`src/rtl/sq_pkg.sv`:
```
package sq_pkg;

   // Operations the pointer logic actually performs in a cycle
   typedef struct packed {
      logic push;
      logic retire;
      logic pop;
      logic cut;
   } sq_ops_t;

endpackage

```
`src/rtl/sq_ctrl.sv`:
```
module sq_ctrl
   import sq_pkg::*;
#(
   parameter int DEPTH = 8
) (
   input  logic                       clk,
   input  logic                       rst_n,
   input  logic                       st_valid,
   input  logic                       ret_valid,
   input  logic                       cm_ready,
   input  logic                       fl_valid,
   input  logic [$clog2(DEPTH)-1:0]   fl_idx,
   output logic [$clog2(DEPTH)-1:0]   head_idx,
   output logic [$clog2(DEPTH)-1:0]   tail_idx,
   output logic [$clog2(DEPTH):0]     occ_cnt,
   output logic [$clog2(DEPTH):0]     ret_cnt,
   output logic                       full,
   output sq_ops_t                    ops
);
   localparam int IW = $clog2(DEPTH);
   localparam int PW = IW + 1;
   localparam logic [PW-1:0] DEPTH_P = PW'(DEPTH);

   logic [PW-1:0] head_q, ret_q, tail_q;
   logic [PW-1:0] head_n, ret_n, tail_n;
   logic [PW-1:0] spec_cnt;
   logic [IW-1:0] cut_off;
   logic [PW-1:0] cut_keep;
   logic          cut_in_range;
   logic [PW-1:0] cut_tail;

   assign occ_cnt  = tail_q - head_q;
   assign ret_cnt  = ret_q - head_q;
   assign spec_cnt = tail_q - ret_q;
   assign full     = (occ_cnt == DEPTH_P);
   assign head_idx = head_q[IW-1:0];
   assign tail_idx = tail_q[IW-1:0];

   always_comb begin
      ops.cut    = fl_valid;
      ops.push   = st_valid && !full && !fl_valid;
      ops.retire = ret_valid && (spec_cnt != '0) && !fl_valid;
      ops.pop    = cm_ready && (ret_cnt != '0);
   end

   // Flush cut point, measured from the head
   always_comb begin
      cut_off      = fl_idx - head_q[IW-1:0];
      cut_keep     = {1'b0, cut_off} + PW'(1);
      cut_in_range = ({1'b0, cut_off} < occ_cnt);
      cut_tail     = (cut_keep < ret_cnt) ? ret_q : (head_q + cut_keep);
   end

   always_comb begin
      head_n = ops.pop ? head_q + PW'(1) : head_q;
      ret_n  = ops.retire ? ret_q + PW'(1) : ret_q;
      if (ops.cut)
         tail_n = cut_in_range ? cut_tail : tail_q;
      else if (ops.push)
         tail_n = tail_q + PW'(1);
      else
         tail_n = tail_q;
   end

   always_ff @(posedge clk) begin
      if (!rst_n) begin
         head_q <= '0;
         ret_q  <= '0;
         tail_q <= '0;
      end else begin
         head_q <= head_n;
         ret_q  <= ret_n;
         tail_q <= tail_n;
      end
   end

   generate
      if (DEPTH < 2 || (1 << IW) != DEPTH) begin : g_bad_depth
         $error("sq_ctrl: DEPTH must be a power of two and at least 2");
      end
   endgenerate

   // a full queue stays full unless something drains or cuts it
   assert_no_overflow_R3: assert property (@(posedge clk) disable iff (!rst_n)
      (full && !ops.pop && !fl_valid) |=> full);

   // the retired region only becomes non-empty after a retire
   assert_commit_after_retire_R6: assert property (@(posedge clk) disable iff (!rst_n)
      $rose(ret_cnt != '0) |-> $past(ops.retire));

   // retire with nothing speculative leaves the boundary in place
   assert_retire_ignored_R7: assert property (@(posedge clk) disable iff (!rst_n)
      (ret_valid && (spec_cnt == '0) && !fl_valid) |=> (ret_q == $past(ret_q)));

   // a flush keeps the retire boundary and never cuts below it
   assert_flush_keeps_retired_R9: assert property (@(posedge clk) disable iff (!rst_n)
      fl_valid |=> ((ret_q == $past(ret_q)) && (occ_cnt >= ret_cnt)));

endmodule

```
`src/rtl/sq_slots.sv`:
```
module sq_slots #(
   parameter int DEPTH = 8,
   parameter int AW    = 32,
   parameter int DW    = 32
) (
   input  logic                          clk,
   input  logic                          wr_en,
   input  logic [$clog2(DEPTH)-1:0]      wr_idx,
   input  logic [AW-1:0]                 wr_addr,
   input  logic [DW-1:0]                 wr_data,
   output logic [DEPTH-1:0][AW-1:0]      addr_arr,
   output logic [DEPTH-1:0][DW-1:0]      data_arr
);
   localparam int IW = $clog2(DEPTH);

   generate
      for (genvar s = 0; s < DEPTH; s++) begin : g_slot
         always_ff @(posedge clk) begin
            if (wr_en && (wr_idx == IW'(s))) begin
               addr_arr[s] <= wr_addr;
               data_arr[s] <= wr_data;
            end
         end
      end
   endgenerate

endmodule

```
`src/rtl/sq_search.sv`:
```
module sq_search #(
   parameter int DEPTH = 8,
   parameter int AW    = 32,
   parameter int DW    = 32
) (
   input  logic [DEPTH-1:0][AW-1:0]      addr_arr,
   input  logic [DEPTH-1:0][DW-1:0]      data_arr,
   input  logic [$clog2(DEPTH)-1:0]      head_idx,
   input  logic [$clog2(DEPTH):0]        occ_cnt,
   input  logic [AW-1:0]                 ld_addr,
   output logic                          ld_hit,
   output logic [DW-1:0]                 ld_data
);
   localparam int IW = $clog2(DEPTH);
   localparam int PW = IW + 1;

   // Walk from the youngest position toward the head; first match wins
   always_comb begin
      logic [IW-1:0] slot;
      ld_hit  = 1'b0;
      ld_data = '0;
      for (int k = DEPTH - 1; k >= 0; k--) begin
         slot = head_idx + IW'(k);
         if (!ld_hit && (PW'(k) < occ_cnt) && (addr_arr[slot] == ld_addr)) begin
            ld_hit  = 1'b1;
            ld_data = data_arr[slot];
         end
      end
   end

endmodule

```
`src/rtl/store_queue_fwd.sv`:
```
module store_queue_fwd
   import sq_pkg::*;
#(
   parameter int DEPTH = 8,
   parameter int AW    = 32,
   parameter int DW    = 32
) (
   input  logic                       clk,
   input  logic                       rst_n,
   input  logic                       st_valid,
   input  logic [AW-1:0]              st_addr,
   input  logic [DW-1:0]              st_data,
   output logic                       st_ready,
   input  logic                       ret_valid,
   output logic                       cm_valid,
   output logic [AW-1:0]              cm_addr,
   output logic [DW-1:0]              cm_data,
   input  logic                       cm_ready,
   input  logic [AW-1:0]              ld_addr,
   output logic                       ld_hit,
   output logic [DW-1:0]              ld_data,
   input  logic                       fl_valid,
   input  logic [$clog2(DEPTH)-1:0]   fl_idx
);
   localparam int IW = $clog2(DEPTH);
   localparam int PW = IW + 1;

   logic [IW-1:0]              head_idx, tail_idx;
   logic [PW-1:0]              occ_cnt, ret_cnt;
   logic                       full;
   sq_ops_t                    ops;
   logic [DEPTH-1:0][AW-1:0]   addr_arr;
   logic [DEPTH-1:0][DW-1:0]   data_arr;

   generate
      if (AW < 1 || DW < 1) begin : g_bad_width
         $error("store_queue_fwd: AW and DW must be positive");
      end
   endgenerate

   sq_ctrl #(.DEPTH(DEPTH)) u_ctrl (
      .clk(clk), .rst_n(rst_n),
      .st_valid(st_valid), .ret_valid(ret_valid), .cm_ready(cm_ready),
      .fl_valid(fl_valid), .fl_idx(fl_idx),
      .head_idx(head_idx), .tail_idx(tail_idx),
      .occ_cnt(occ_cnt), .ret_cnt(ret_cnt), .full(full), .ops(ops)
   );

   sq_slots #(.DEPTH(DEPTH), .AW(AW), .DW(DW)) u_slots (
      .clk(clk), .wr_en(ops.push), .wr_idx(tail_idx),
      .wr_addr(st_addr), .wr_data(st_data),
      .addr_arr(addr_arr), .data_arr(data_arr)
   );

   sq_search #(.DEPTH(DEPTH), .AW(AW), .DW(DW)) u_search (
      .addr_arr(addr_arr), .data_arr(data_arr),
      .head_idx(head_idx), .occ_cnt(occ_cnt),
      .ld_addr(ld_addr), .ld_hit(ld_hit), .ld_data(ld_data)
   );

   assign st_ready = !full && !fl_valid;
   assign cm_valid = (ret_cnt != '0);
   assign cm_addr  = addr_arr[head_idx];
   assign cm_data  = data_arr[head_idx];

   // the search never reports a hit on an empty queue
   assert_miss_when_empty_R5: assert property (@(posedge clk) disable iff (!rst_n)
      (occ_cnt == '0) |-> !ld_hit);

   // an accepted commit advances to the next entry, shrinking the queue
   assert_commit_drains_R2: assert property (@(posedge clk) disable iff (!rst_n)
      (cm_valid && cm_ready && !st_valid && !fl_valid) |=> (occ_cnt == $past(occ_cnt) - PW'(1)));

endmodule

```
`config.mk`:
```
export PLATFORM = sky130hd
export DESIGN_NAME = store_queue_fwd
export DESIGN_NICKNAME = d
export VERILOG_FILES = /design/src/rtl/sq_pkg.sv /design/src/rtl/sq_ctrl.sv /design/src/rtl/sq_slots.sv /design/src/rtl/sq_search.sv /design/src/rtl/store_queue_fwd.sv
export SDC_FILE = /design/constraint.sdc
export NUM_CORES = 2
export LEC_CHECK = 0
export CORE_MARGIN = 1
export CORE_UTILIZATION = 58
export CTS_CLUSTER_SIZE = 25
export DETAILED_ROUTE_END_ITERATION = 12
export PLACE_DENSITY = 0.81
export SYNTH_ARGS = -nofsm -noshare
export SYNTH_HDL_FRONTEND = slang
export SYNTH_SLANG_ARGS = --single-unit
```
`constraint.sdc`:
```
create_clock -name clk -period 16.8 [get_ports clk]
set_input_delay 1.68 -clock clk [delete_from_list [all_inputs] [get_ports clk]]
set_output_delay 1.68 -clock clk [all_outputs]
set_load 0.005 [all_outputs]
```
# Word level (Yosys, flattened, before mapping)
# Index checks and enable logic that the tools add are counted.
# classes
reduce_logical,43
muxes,52
n_addsub,16
order_cmp,18
eq_ne,17
# ops
op,count
$bmux 32 s3,16
$mux 32,24
$eq 32x32->1,8
$lt 3x4->1 const B,8
$logic_and 1x1->1,29
$lt 3x4->1 const A,4
$mux 4,4
$add 3x3->3 const B,4
$add 4x1->4 const B,3
$eq 3x3->1 const B,4
$sub 4x4->4,3
$logic_not 1->1,9
$lt 1x4->1 const A,2
$lt 2x4->1 const A,2
$mux 1,8
$reduce_bool 4->1,2
$add 3x2->3 const B,2
$eq 3x2->1 const B,2
$add 3x1->4 const B,1
$add 4x4->4,1
$eq 4x4->1 const B,1
$lt 3x4->1,1
$lt 4x4->1,1
$add 3x1->3 const B,1
other kinds (6),6
# totals
register_bits,524
input_bits,105
elab_cells,165
output_inout_bits,99

# Logic depth before layout (Yosys ltp)
# depth
ltp_word,34
mapped_depth,29
mapped_depth_nobuf,16

# Modules after synthesis
# A second synthesis with hierarchy kept.
# hier_totals
hier_cells,3773
hier_area_um2,46811.1
# modules_own_cells
module,seq_area_each_um2,area_each_um2,instances,cells_each
sq_search,0.0,26060.0,1,2855
sq_slots,15374.7,15471.1,1,520
store_queue_fwd,0.0,3843.7,1,229
sq_ctrl,240.2,1436.4,1,169

# Worst setup path after synthesis
# No wires, ideal clock.
# synth_timing
path_type,register to output
startpoint,register u_ctrl.head_q[0]
endpoint,output ld_data[0]
required_ps,15120
path_slack_ps,9378
stages_incl_launch_ff,27
path_buffers,14
t_arrival_ps,5742
cell_sequence,dfxtp_1 -> buf_2 -> buf_2 -> clkinv_1 -> buf_2 -> buf_1 -> buf_1 -> ha_1 -> buf_6 -> buf_12 -> buf_8 -> buf_6 -> buf_2 -> buf_4 -> buf_2 -> mux4_2 -> xnor2_1 -> o21ai_0 -> o41ai_1 -> nor4b_2 -> or3b_1 -> or4_4 -> clkinv_2 -> or2_1 -> buf_4 -> buf_6 -> o31a_1
# synth_between
elab_chain_cells,34
word_cells_on_any_way,93
cone_classes,8 x add/sub; 8 x order compare; 8 x eq/ne; 47 x mux; 22 x reduce/logical
# synth_rtl
item,line_no,rtl
from (decl),sq_ctrl.sv:24,"logic [PW-1:0] head_q, ret_q, tail_q;"
from (signal assigned),sq_ctrl.sv:71,head_q <= head_n;
$add 3x3->3,sq_search.sv:23,slot = head_idx + IW'(k);
$bmux 32 s3,sq_search.sv:24,if (!ld_hit && (PW'(k) < occ_cnt) && (addr_arr[slot] == ld_addr)) begin
$mux 32 (implied by the code),sq_search.sv:24,
$eq 32x32->1,sq_search.sv:24,
$logic_and 1x1->1,sq_search.sv:24,
$mux 1,sq_search.sv:24,
$logic_not 1->1,sq_search.sv:24,
$logic_and 1x1->1 (2 in a row),sq_search.sv:24,
[14 not listed],-,
$logic_and 1x1->1 (2 in a row),sq_search.sv:24,
$mux 1,sq_search.sv:24,
$logic_not 1->1,sq_search.sv:24,
$logic_and 1x1->1 (2 in a row),sq_search.sv:24,
$mux 1,sq_search.sv:24,
$logic_not 1->1,sq_search.sv:24,
$logic_and 1x1->1 (2 in a row),sq_search.sv:24,
$mux 32 *,sq_search.sv:24,
to (decl),store_queue_fwd.sv:21,"output logic [DW-1:0] ld_data,"
# Every way passes the cells marked *; elsewhere a longest branch is shown, timed or not. The select of a mux whose other input is x is not followed.

# Final worst setup path
# layout_timing
startpoint,register u_ctrl.head_q[0]
endpoint,output ld_data[2]
# Same word-level chain as after synthesis.

==> implementation parameters <==
Parameter                              Value

Yosys
  Count of different cell masters after synthesis    83
  Main synth FF type    edfxtp_1
  Flip-flop and latch count after synthesis    524
  Most frequently used cell type in the post-synthesis netlist    mux4_2
  Synth top area cells    edfxtp_1, mux4_2, mux2i_1, xnor2_1, nand2_1
  Number of synthesis warnings    0
  Cell area after synthesis    0.0453 mm²
  Post-synth net total    3691
  Proportion of synthesized chip area in sequential cells    0.344
  Instance count of the mapped netlist    3553
  Async set or reset register ratio after synthesis    0
  Number of enable flip-flop cells after synthesis    512
  Area share of the largest cell type after synthesis    0.339
  Syn_area_per_cell    12.8 µm²
  Most used standard cells in the synthesized netlist    mux4_2, edfxtp_1, mux2i_1, nand2_1, xnor2_1
  Cell taking the most area after synthesis    edfxtp_1

Die
  Core Box Area    0.0775 mm²
  Number of rows in the core area    102
  Die Footprint    0.0793 mm²
  Die H    282 µm
  Starting Density    0.585
  Count of boundary I/O pins    204
  Width of the die    282 µm

Critical path
  Category of the worst setup path capture point    primary output
  Critical-path cell with the highest stage delay    ha_4
  Critical path start-end classification    reg2out
  CP arrival    10.17 ns
  Most Frequent Cell on Critical Path    buf_4
  Type of element launching the critical path    register
  Critical path data required time    15.12 ns
  Worst Path Max Fanout    68
  Max incr delay on CP    1.19 ns
  Ordered list of cells on the worst path    clkinv_2 -> ha_4 -> buf_4 -> mux2i_1 -> mux4_2 -> xnor2_1 -> nor4_1 -> and4_1 -> nand4_1 -> buf_4 -> nor2_4 -> buf_4 -> nor4_1 -> and3b_2 -> buf_4 -> or2_1 -> buf_4 -> o31a_1 -> clkdlybuf4s50_1

Global route
  Fraction of met1 tracks used by global routing    0.501
  Met2 Track Usage GR    0.545
  Number of global-route vias before repair    34567
  Global-route wire length before repair    224 mm
  Pin count of the biggest net entering global routing    142
  Sum of overflow across all layers after global routing    0
  Layer with the highest usage after global routing    met2
  Number of antenna violations at the first check in global routing    13
  Aggregate global-route resource usage    0.381
  Met3 global-route usage    0.149

Run status
  Run status    finished clean

Cells and area
  Area added between synthesis and finish    9.67%
  Post-route cell area    0.0497 mm²
  Ratio of cells with drive above 1 in the final layout    0.223
  Filler cell count in the final layout    5546
  Final Net Count    3667

Clock tree
  Number of gates resized after CTS    0
  Number of hold-repair buffers added at the cts stage    0
  Post-CTS Setup Bufs    0
  Clock root buffer    clkbuf_16
  Clock tree from TritonCTS    yes
  Clk slew on worst S/H paths    0.06 ns
  Total CTS buffers    57
  Number of buffers between clock root and the deepest sink    3
  Number of sinks handled by clock tree synthesis    524
  Insertion delay of the later-clocked pin in the worst-skew pair    0.67 ns
  Max H-tree Level    2

Route
  Routed via count divided by cell count    7.88
  First drt pass iteration count    7
  Routed length per instance    33.0 µm
  Wirelength, routed    153 mm
  DRC violation count after routing    0
  Number of antenna-violating nets in the routed design    0
  Count of vias placed by the detailed router    36459
  First-iteration detailed-routing DRC count    6236

Power
  Static leakage    15.2 nW
  Maximum ir drop on the vdd rail    0.199 mV
  Ratio of total power to cell area    156 mW/mm²

STA
  RSZ-0062 raised after global routing    no
  Max Clock Skew    0.0419 ns
  Final hold violations    0
  Max Clock Freq    0.0844 GHz
  Setup-violating endpoint count in the final report    0
  Worst Tran Pin Value    1.36 ns
  Share of the clock period used by the worst path after layout    0.706
  Fin. max-slew vios    0
  Worst rel slew slack    0.0906
  Setup TNS    0 ns
  Time the worst path needs with I/O delays and setup    11.85 ns

Min path
  Type of the most critical hold path    reg2reg

Placed design
  Cell area after placement    0.0475 mm²
  Final HPWL DP    98.2 mm
  Number of buffers inserted by port buffering    203
  RD Place Congestion    1.15

Flow run
  Maxcap violations    0
cells by family (layout without fill, tap and decap cells):
| group | after synthesis | in the layout | share of synthesized area |
|---|---|---|---|
| multiplexers | 1059 | 1059 | 0.388 |
| AND/OR/NAND/NOR | 817 | 817 | 0.0867 |
| flip-flops | 524 | 524 | 0.344 |
| AO/OA/AOI/OAI | 472 | 472 | 0.0767 |
| buffers and inverters | 388 | 413 | 0.0435 |
| XOR/XNOR | 260 | 260 | 0.0509 |
| adder cells (fa/ha/maj) | 33 | 33 | 0.00977 |
| other | 0 | 10 | 0 |
registers in the layout, summed over array words and instances, names as in the netlist:
| signal | count |
|---|---|
| u_ctrl.ret_q | 4 |
| u_ctrl.head_q | 4 |
| u_ctrl.tail_q | 4 |
| u_slots.addr_arr | 256 |
| u_slots.data_arr | 256 |
layout by cell type, fill, tap and decap left out, types with 50 or more instances in the layout:
master,count
nand3_1,50
o22ai_1,68
mux4_2,555
clkbuf_16,58
mux2i_1,460
edfxtp_1,512
a21oi_1,73
buf_4,55
nor2_1,100
xnor2_1,215
clkdlybuf4s50_1,203
nand2_1,414
final cells by class:
cell class	count	area, µm²	share of cell area
Sequential cell	524	15600	0.314
Clock buffer	62	1470	0.0295
Timing Repair Buffer	263	2540	0.0512
Clock inverter	46	694	0.0140
Antenna cell	10	25.0	0.000503
Inverter	42	160	0.00322
Multi-Input combinational cell	2641	27900	0.561
Tap cell	1040	1300	0.0262
power by group:
group / internal [W] / total [W] / switching [W]
logic: 0.00206 / 0.00466 / 0.00260
registers: 0.00154 / 0.00167 / 0.000128
clock network: 0.000869 / 0.00144 / 0.000568
total: 0.00447 / 0.00777 / 0.00330
worst paths after layout:
check / from / endpoint / slack (ns) / cells after the start
worst max-delay path: u_ctrl.head_q[0] / ld_data[2] / 4.95 / 19
worst min-delay path: u_ctrl.tail_q[0] / u_ctrl.tail_q[0] / 0.60 / 1
worst max register to register: u_ctrl.head_q[2] / u_slots.addr_arr[167] / 10.38 / 11
worst min register to register: u_ctrl.tail_q[0] / u_ctrl.tail_q[0] / 0.60 / 1
worst max-delay path, delay by kind of cell, from the launching register on:
kind	cells	cell delay, ns
compound gates	1	0.31
fa+ha+maj	1	1.19
flops	1	0.87
simple gates	7	1.72
mux	2	0.77
xor+xnor	1	0.49
buf+inv	7	4.04
per-stage QoR:
| stage | std cells | worst slack, ns | hold WS [ns] | utilization | total power, W |
|---|---|---|---|---|---|
| 6_report | 4628 | 4.95 | 0.598 | 0.642 | 0.00777 |
| 5_1_grt | 4624 | 4.75 | 0.609 | 0.642 | 0.00800 |
| 4_1_cts | 4618 | 5.23 | 0.590 | 0.642 | 0.00759 |
| 3_5_place_dp | 4510 | 6.01 | 0.571 | 0.614 | 0.00615 |
| 3_3_place_gp | 4510 | 6.11 | 0.565 | 0.614 | 0.00607 |
| 2_1_floorplan | 3553 | 9.38 | 0.527 | - | 0.00500 |
routing by layer:
| layer | part of all wire | vias up |
|---|---|---|
| met2 | 0.43 | 3343 |
| met4 | 0.068 | 10 |
| li1 | - | 14433 |
| met3 | 0.17 | 729 |
| met1 | 0.34 | 17944 |
| met5 | 0.00038 | - |
Note: power is estimated with default switching activity, not from simulation.
